## config.mk

```make
export PLATFORM = sky130hd
export DESIGN_NAME = dual_bank_intc
export DESIGN_NICKNAME = d
export VERILOG_FILES = /design/src/rtl/intc_pkg.sv /design/src/rtl/intc_sync.sv /design/src/rtl/intc_trigger.sv /design/src/rtl/intc_bank.sv /design/src/rtl/dual_bank_intc.sv
export SDC_FILE = /design/constraint.sdc
export NUM_CORES = 1
export LEC_CHECK = 0
export BUFFER_PORTS_ARGS = -buffer_cell sky130_fd_sc_hd__buf_2
export CAP_MARGIN = 5
export CORE_ASPECT_RATIO = 0.5
export CORE_MARGIN = 8
export CORE_UTILIZATION = 62
export DETAILED_ROUTE_END_ITERATION = 8
export PLACE_DENSITY_LB_ADDON = 0.15
export SYNTH_ARGS = -nofsm -noshare
export SYNTH_HDL_FRONTEND = slang
export SYNTH_HIERARCHICAL = 1
export SYNTH_SLANG_ARGS = --single-unit
```

## constraint.sdc

```tcl
create_clock -name clk -period 2.6 [get_ports clk]
set_clock_uncertainty 0.2 [all_clocks]
set_input_delay 0.26 -clock clk [delete_from_list [all_inputs] [get_ports clk]]
set_output_delay 0.26 -clock clk [all_outputs]
set_load 0.005 [all_outputs]
```

## src/rtl/intc_pkg.sv

```systemverilog
// Shared definitions for the two-bank interrupt controller.
// Assumes a byte-addressed register port with word-aligned registers.
package intc_pkg;
    localparam int unsigned REG_IDX_W = 3;

    // Register slot inside one bank (address bits [4:2]).
    typedef enum logic [REG_IDX_W-1:0] {
        IDX_SRC  = 3'd0,
        IDX_MASK = 3'd1,
        IDX_CLR  = 3'd2,
        IDX_MODE = 3'd3,
        IDX_POL  = 3'd4,
        IDX_STAT = 3'd5
    } reg_idx_e;

    // Decoded write strobes towards one bank.
    typedef struct packed {
        logic mask;
        logic clr;
        logic mode;
        logic pol;
    } bank_wr_t;
endpackage

```

## src/rtl/intc_sync.sv

```systemverilog
// Multi-stage synchroniser for a vector of asynchronous request lines.
// Assumes each line is a slow level or a pulse wider than one clock period.
module intc_sync #(
    parameter int unsigned WIDTH  = 32,
    parameter int unsigned STAGES = 2
) (
    input  logic             clk,
    input  logic             rst_n,
    input  logic [WIDTH-1:0] async_i,
    output logic [WIDTH-1:0] sync_o
);
    logic [WIDTH-1:0] stage_q [STAGES];

    // Shift the raw lines through the flop chain.
    always_ff @(posedge clk) begin
        if (!rst_n) begin
            for (int s = 0; s < STAGES; s++) stage_q[s] <= '0;
        end else begin
            stage_q[0] <= async_i;
            for (int s = 1; s < STAGES; s++) stage_q[s] <= stage_q[s-1];
        end
    end

    assign sync_o = stage_q[STAGES-1];
endmodule

```

## src/rtl/intc_trigger.sv

```systemverilog
// Per-line capture of interrupt requests: edge-latched or level-following.
// Assumes sync_i is already synchronised. clr_i is the gated acknowledge vector.
module intc_trigger #(
    parameter int unsigned WIDTH = 32
) (
    input  logic             clk,
    input  logic             rst_n,
    input  logic [WIDTH-1:0] sync_i,
    input  logic [WIDTH-1:0] mode_i,   // 1 = edge, 0 = level
    input  logic [WIDTH-1:0] pol_i,    // 1 = rising/high, 0 = falling/low
    input  logic [WIDTH-1:0] clr_i,
    output logic [WIDTH-1:0] pend_o
);
    logic [WIDTH-1:0] prev_q;
    logic [WIDTH-1:0] pend_q;
    logic [WIDTH-1:0] pend_d;
    logic [WIDTH-1:0] active_v;
    logic [WIDTH-1:0] edge_v;

    for (genvar g = 0; g < WIDTH; g++) begin : g_line
        // Line sits at its active value.
        assign active_v[g] = (sync_i[g] == pol_i[g]);
        // Transition into the active value since the previous cycle.
        assign edge_v[g]   = active_v[g] & (prev_q[g] != pol_i[g]);
        // Next pending: a new edge outranks an acknowledge; level mode tracks the input.
        assign pend_d[g]   = mode_i[g] ? (edge_v[g] | (pend_q[g] & ~clr_i[g]))
                                       : active_v[g];
    end

    // Hold the last sampled line values and the pending latches.
    always_ff @(posedge clk) begin
        if (!rst_n) begin
            prev_q <= '0;
            pend_q <= '0;
        end else begin
            prev_q <= sync_i;
            pend_q <= pend_d;
        end
    end

    assign pend_o = pend_q;


    ack_clears_chk: assert property (@(posedge clk) disable iff (!rst_n)
        (|(clr_i & mode_i & ~edge_v)) |=> ((pend_o & $past(clr_i & mode_i & ~edge_v)) == '0));

    edge_wins_chk: assert property (@(posedge clk) disable iff (!rst_n)
        (|(edge_v & mode_i)) |=> ((pend_o & $past(edge_v & mode_i)) == $past(edge_v & mode_i)));

    edge_holds_chk: assert property (@(posedge clk) disable iff (!rst_n)
        (|(pend_o & mode_i & ~clr_i)) |=>
        ((pend_o & $past(pend_o & mode_i & ~clr_i)) == $past(pend_o & mode_i & ~clr_i)));

    level_follow_chk: assert property (@(posedge clk) disable iff (!rst_n)
        1'b1 |=> (((pend_o ^ ~$past(sync_i ^ pol_i)) & $past(~mode_i)) == '0));
endmodule

```

## src/rtl/intc_bank.sv

```systemverilog
// One register bank: enable, trigger mode, sense, acknowledge, status and request.
// Assumes write strobes are already decoded and the input lines already synchronised.
module intc_bank
    import intc_pkg::*;
#(
    parameter int unsigned WIDTH = 32
) (
    input  logic             clk,
    input  logic             rst_n,
    input  logic [WIDTH-1:0] sync_i,
    input  bank_wr_t         wr_i,
    input  logic [WIDTH-1:0] wdata_i,
    output logic [WIDTH-1:0] mask_o,
    output logic [WIDTH-1:0] mode_o,
    output logic [WIDTH-1:0] pol_o,
    output logic [WIDTH-1:0] status_o,
    output logic             req_o
);
    logic [WIDTH-1:0] mask_q;
    logic [WIDTH-1:0] mode_q;
    logic [WIDTH-1:0] pol_q;
    logic [WIDTH-1:0] clr_v;
    logic [WIDTH-1:0] pend_v;
    logic             req_q;

    // Configuration registers, loaded by their write strobes.
    always_ff @(posedge clk) begin
        if (!rst_n) begin
            mask_q <= '0;
            mode_q <= '0;
            pol_q  <= '0;
        end else begin
            if (wr_i.mask) mask_q <= wdata_i;
            if (wr_i.mode) mode_q <= wdata_i;
            if (wr_i.pol)  pol_q  <= wdata_i;
        end
    end

    // Acknowledge vector is live only during a write to the acknowledge slot.
    assign clr_v = wr_i.clr ? wdata_i : '0;

    intc_trigger #(.WIDTH(WIDTH)) u_trig (
        .clk    (clk),
        .rst_n  (rst_n),
        .sync_i (sync_i),
        .mode_i (mode_q),
        .pol_i  (pol_q),
        .clr_i  (clr_v),
        .pend_o (pend_v)
    );

    assign status_o = pend_v & mask_q;

    // Register the combined request of all enabled pending lines.
    always_ff @(posedge clk) begin
        if (!rst_n) req_q <= 1'b0;
        else        req_q <= |status_o;
    end

    assign req_o  = req_q;
    assign mask_o = mask_q;
    assign mode_o = mode_q;
    assign pol_o  = pol_q;


    req_follow_chk: assert property (@(posedge clk) disable iff (!rst_n)
        1'b1 |=> (req_o == $past(|(pend_v & mask_q))));

    mask_keep_chk: assert property (@(posedge clk) disable iff (!rst_n)
        !wr_i.mask |=> $stable(mask_q));
endmodule

```

## src/rtl/dual_bank_intc.sv

```systemverilog
// Two-bank interrupt controller top: synchroniser, address decode, banks, read mux.
// Assumes a byte-addressed port; bit 5 selects the bank and bits [4:2] the register.
module dual_bank_intc
    import intc_pkg::*;
#(
    parameter int unsigned NUM_LINES   = 32,
    parameter int unsigned ADDR_W      = 8,
    parameter int unsigned SYNC_STAGES = 2
) (
    input  logic                 clk,
    input  logic                 rst_n,
    input  logic [NUM_LINES-1:0] irq_lines_i,
    input  logic [ADDR_W-1:0]    bus_addr_i,
    input  logic                 bus_we_i,
    input  logic [NUM_LINES-1:0] bus_wdata_i,
    output logic [NUM_LINES-1:0] bus_rdata_o,
    output logic                 irq_req_o,
    output logic                 fiq_req_o
);
    localparam int unsigned NUM_BANKS = 2;
    localparam int unsigned BANK_BIT  = 5;
    localparam int unsigned IDX_LO    = 2;
    localparam int unsigned HIGH_LO   = BANK_BIT + 1;

    logic [NUM_LINES-1:0] sync_v;
    logic [NUM_LINES-1:0] mask_a   [NUM_BANKS];
    logic [NUM_LINES-1:0] mode_a   [NUM_BANKS];
    logic [NUM_LINES-1:0] pol_a    [NUM_BANKS];
    logic [NUM_LINES-1:0] status_a [NUM_BANKS];
    logic                 req_a    [NUM_BANKS];
    reg_idx_e             idx;
    logic                 bank_sel;
    logic                 addr_ok;

    intc_sync #(.WIDTH(NUM_LINES), .STAGES(SYNC_STAGES)) u_sync (
        .clk     (clk),
        .rst_n   (rst_n),
        .async_i (irq_lines_i),
        .sync_o  (sync_v)
    );

    assign idx      = reg_idx_e'(bus_addr_i[BANK_BIT-1:IDX_LO]);
    assign bank_sel = bus_addr_i[BANK_BIT];

    // Decide whether the address hits a defined register slot.
    always_comb begin
        addr_ok = (bus_addr_i[IDX_LO-1:0] == '0) &&
                  (bus_addr_i[ADDR_W-1:HIGH_LO] == '0) &&
                  (bus_addr_i[BANK_BIT-1:IDX_LO] <= 3'(IDX_STAT));
    end

    for (genvar b = 0; b < NUM_BANKS; b++) begin : g_bank
        bank_wr_t wr_s;
        logic     hit;

        assign hit = bus_we_i && addr_ok && (bank_sel == b[0]);

        // Per-bank write strobes from the register slot index.
        always_comb begin
            wr_s.mask = hit && (idx == IDX_MASK);
            wr_s.clr  = hit && (idx == IDX_CLR);
            wr_s.mode = hit && (idx == IDX_MODE);
            wr_s.pol  = hit && (idx == IDX_POL);
        end

        intc_bank #(.WIDTH(NUM_LINES)) u_bank (
            .clk      (clk),
            .rst_n    (rst_n),
            .sync_i   (sync_v),
            .wr_i     (wr_s),
            .wdata_i  (bus_wdata_i),
            .mask_o   (mask_a[b]),
            .mode_o   (mode_a[b]),
            .pol_o    (pol_a[b]),
            .status_o (status_a[b]),
            .req_o    (req_a[b])
        );
    end

    // Select the addressed register word, zero for unmapped slots.
    always_comb begin
        bus_rdata_o = '0;
        if (addr_ok) begin
            case (idx)
                IDX_SRC:  bus_rdata_o = sync_v;
                IDX_MASK: bus_rdata_o = mask_a[bank_sel];
                IDX_MODE: bus_rdata_o = mode_a[bank_sel];
                IDX_POL:  bus_rdata_o = pol_a[bank_sel];
                IDX_STAT: bus_rdata_o = status_a[bank_sel];
                default:  bus_rdata_o = '0;
            endcase
        end
    end

    assign irq_req_o = req_a[0];
    assign fiq_req_o = req_a[1];


    misalign_zero_chk: assert property (@(posedge clk) disable iff (!rst_n)
        (bus_addr_i[1:0] != 2'b00) |-> (bus_rdata_o == '0));

    reset_quiet_chk: assert property (@(posedge clk)
        !rst_n |=> (!irq_req_o && !fiq_req_o));
endmodule

```

Yosys cells after proc, flatten, opt, wreduce, memory -nomap -nowiden
Memory sizes are Yosys's and may differ from the RTL's.
Index checks and enable logic that the tools add are counted.
Widths: inputs -> output; s select.
- shift-type cells: 0
- reduce and logical (&&, ||, !) cells: 18
- bitwise gates (word level): 262
- equal/unequal tests: 133
- multipliers: 0
- $lt $le $gt $ge: 2
- multiplexer cells: 84
- add/subtract/negate cells: 0
- div/mod/pow operators: 0
- operator list (kind ; count):
    $mux 32 ; 17
    $pmux 32 s5 ; 1
    $and 1x1->1 ; 128
    $mux 1 ; 66
    $or 1x1->1 ; 66
    $not 1->1 ; 65
    $and 32x32->32 ; 2
    $eq 1x1->1 ; 64
    $ne 1x1->1 ; 64
    $reduce_or 32->1 ; 2
    $logic_and 1x1->1 ; 13
    $eq 3x2->1 const B ; 2
    $eq 3x3->1 const B ; 2
    $logic_not 2->1 ; 2
    $eq 3x1->1 const B ; 1
    $le 3x3->1 const B ; 1
    $logic_not 3->1 ; 1
    $ge 2x2->1 const B ; 1
    $not 1->2 ; 1
- register bits after elaboration: 290
- RAM bits: 64
- bits in latches: 0
- memories: 1
- bits in read-only memories: 0
- output and inout bits: 34
- word-level logic and storage cells: 511
- bits of input ports: 75
- memories (memory ; depth ; width ; read ports ; clocked after Yosys merged registers in ; wr ports ; line ; RTL):
    u_sync.stage_q ; 2 ; 32 ; 2 ; 0 ; 2 ; intc_sync.sv:12 ; logic [WIDTH-1:0] stage_q [STAGES];

Logic depth before layout (Yosys ltp)
- word-level depth: 11
- gate-level depth with buffers: 8
- gate-level depth less buffers: 6

Hierarchy
The synthesis kept the hierarchy.
- modules (own cells, without submodules) (module ; seq. area each (um2) ; area each (um2) ; cells an instance ; instances):
    intc_bank ; 1941.9 ; 4096.4 ; 391 ; 2
    intc_trigger ; 1281.2 ; 2757.6 ; 295 ; 2
    dual_bank_intc ; 0.0 ; 2512.4 ; 284 ; 1
    intc_sync ; 1281.2 ; 2031.9 ; 166 ; 1

Least setup slack after synthesis
Ideal clock, no wire load.
- path kind: input to register
- start: in bus_addr_i[3]
- end: reg g_bank[0].u_bank.mask_q[0]
- setup time: 0.117 ns
- slack: 0.416 ns
- buffers on the path: 3
- arrival time: 1.868 ns
- cell stages on the path: 7
- required time: 2.283 ns
- path through: buf_4 or3b_1 nor2_1 clkbuf_1 buf_1 mux2i_1 nor2b_1
- RTL lines (item ; line ; RTL):
    from (decl) ; dual_bank_intc.sv:13 ; input logic [ADDR_W-1:0] bus_addr_i,
    to (signal assigned) ; intc_bank.sv:33 ; if (wr_i.mask) mask_q <= wdata_i;
    to (decl) ; intc_bank.sv:19 ; logic [WIDTH-1:0] mask_q;

==> reports/results.ini <==
[outcome]
status = finished, final reports clean

[hold_path]
hp-class = in2reg
min_from = rst_n

[floorplanning]
io_pins = 109
fp.coreArea_um2 = 29000
die_h_um = 137
rows = 44
dieArea_um2 = 35500
start_util = 0.630
fp.dieW_um = 259

[detailed_routing]
routed_wl_um = 46200
wire_per_inst_um = 19.7
drt_iter0_drc = 1129
drcViolationCount = 0
post_drt_via_cell_ratio = 5.85
firstDrtPassIters = 6
dr_total_vias = 13713
ant_nets = 0

[setup_path]
max_stage_delay_ps = 420
path_cells = and2_1 -> mux2_1 -> a222oi_1 -> a21oi_1 -> buf_2
cp-end-kind = output pin
worstReg2RegStart = g_bank[1].u_bank/u_trig/pend_o[24]$_SDFF_PN0_
rr_endpoint = g_bank[1].u_bank/req_o$_SDFF_PN0_
crit_path_start_kind = flip-flop
path_max_fanout = 2
worst_path_max_delay_cell = a222oi_1
rrSetupSlack_ps = 240
reg2reg_depth = 4
crit_path_end = bus_rdata_o[31]
worst_ep_arrival_time_ps = 2030
critPathRequiredTime_ps = 2140
crit_type = reg2out
startpoint = g_bank[1].u_bank/u_trig/pend_o[31]$_SDFF_PN0_

[global_routing]
grt_remaining_overflow = 0
grt_pass1_vias = 13950
grt_pass1_wl_um = 73200
track_usage = 0.253
grt_max_degree = 119
antenna_found_initial = 1

[synth]
synth-edff-count = 0
yosysWarnings = 6
yosys.cell_count.top_type = dfxtp_1
avgSynthCellArea_um2 = 10.0
synthFlopType = dfxtp_1
synth.top_cell.area_share = 0.423
async_reset_ff_frac = 0
yosysSeqAreaShare = 0.423
synth_nets = 1897
synthTopCellsByCount = dfxtp_1 (386), mux2i_1 (194), nor2b_1 (192)
ys_seq_elements = 386
synth.distinct_cells = 38
netlist_instances = 1822
synth_area_leaders = dfxtp_1 (42%), mux2i_1 (11%), nor2b_1 (6.6%), and2_1 (6.4%), mux2_2 (5.2%)
syn_area_um2 = 18300
yosysTopAreaCell = dfxtp_1

[layout]
syn2layout_area_growth_pct = 15.2
diodes = 0
fin_cells = 2345
final_layout_size_suffix_gt1_frac = 0.193
fin_util = 0.726
fin_area_um2 = 21000
fill_cells = 2084
finalNetCount = 2003

[sta]
relSlewSlack = 0.605
rsz0062_at_grt = no
fmax_mhz = 402
setup_slack_ps = 110
whs_ps = 69.6
tightestPinTransition_ps = 593
finalSetupViolations = 0
fin_crit_sh = 0.958
final-hold-violation-count = 0
setup_tns_ps = 0
min_period_ps = 2490
maxSlewViolCount = 0

[cts]
clock_path_buffers = 3
clock_latency_ps = 520
post_cts_buffers = 0
cts_hold_buf = 64
cts-root-buf = clkbuf_16
cts_max_level = 2
cts_resized = 0
clock_sinks = 386
cts_tree = built
cts_buffers = 36
path_clk_slew_ps = 70

[place]
hpwl_um = 28500
gp_congestion = 0.791
io_buffers = 108
dp.cells = 2217
placed_cell_area_um2 = 19100
pre_cts_ws_ps = 250

[flow_run]
cap_violations = 0

[power]
total_power_mw = 12.5
cellPowerDensity_nw_per_um2 = 597
leakage_nw = 7.91
ir_drop_v = 0.000560

## final cells by class
type | count | area, µm² | share of cell area
multi-input combinational | 1234 | 9560 | 0.455
clock buffer | 49 | 1060 | 0.0505
sequential | 386 | 7730 | 0.368
clock inverter | 15 | 233 | 0.0111
tap | 391 | 489 | 0.0233
inverter | 64 | 240 | 0.0114
timing repair buffer | 206 | 1710 | 0.0814
## placed cells by master, fill, tap and decap left out, drive strengths merged, types with 9 or more instances in the layout
cell type,count
mux2,126
nand2,66
nor2b,192
mux2i,194
inv,65
nor2,9
a211oi,64
a22oi,31
a21oi,96
and3b,66
clkbuf,50
o31a,64
dfxtp,386
dlygate4sd3,64
and2,256
or4,16
a222oi,32
buf,141
or2,9
## how the worst min path moves through the flow
stage | end | cells past startpoint | slack, ps
finish | g_bank[1].u_bank/u_trig/pend_o[30]$_SDFF_PN0_ | 2 | 70
global route | g_bank[1].u_bank/u_trig/pend_o[30]$_SDFF_PN0_ | 2 | 90
CTS | g_bank[1].u_bank/u_trig/pend_o[30]$_SDFF_PN0_ | 2 | 60
detailed placement | u_sync/stage_q[0][60]$_SDFF_PN0_ | 1 | 230
global placement | u_sync/stage_q[0][62]$_SDFF_PN0_ | 1 | 220
floorplan | u_sync/stage_q[0][0]$_SDFF_PN0_ | 1 | 200
## metal layers
layer  vias up  track usage  share of wire
met5         -            0        0.00028
met4         2       0.0952          0.029
met3       110       0.0536          0.070
met2       427        0.429           0.47
met1      6615        0.318           0.43
li1       6559            -              -
## logic make-up (layout without fill, tap and decap cells)
kind of cell	after synthesis	after routing	synth area share
compound gates	290	290	0.115
flops	386	386	0.423
simple gates	624	624	0.220
mux	320	320	0.184
buf+inv	202	334	0.0570
## registers in the layout, indices dropped and copies added (netlist names)
name,flops
g_bank.u_bank/mask_o,64
g_bank.u_bank/mode_o,64
g_bank.u_bank/pol_o,64
g_bank.u_bank/u_trig/pend_o,64
g_bank.u_bank/u_trig/prev_q,64
u_sync/stage_q,64
g_bank.u_bank/req_o,2
## worst max-delay path, delay by kind of cell (launching register included)
kind                   cells  cell delay (ps)
flip-flops                 1              330
AO/OA/AOI/OAI              2              560
buffers and inverters      1              160
multiplexers               1              300
AND/OR/NAND/NOR            1              170
## power by group
part	total (mW)	leakage [nW]	internal, mW	switching, mW
logic	0.663	4.11	0.328	0.335
registers	6.15	3.15	6.05	0.0925
clock network	5.74	0.645	3.47	2.27
No activity file was read; power rests on OpenSTA's default activity.
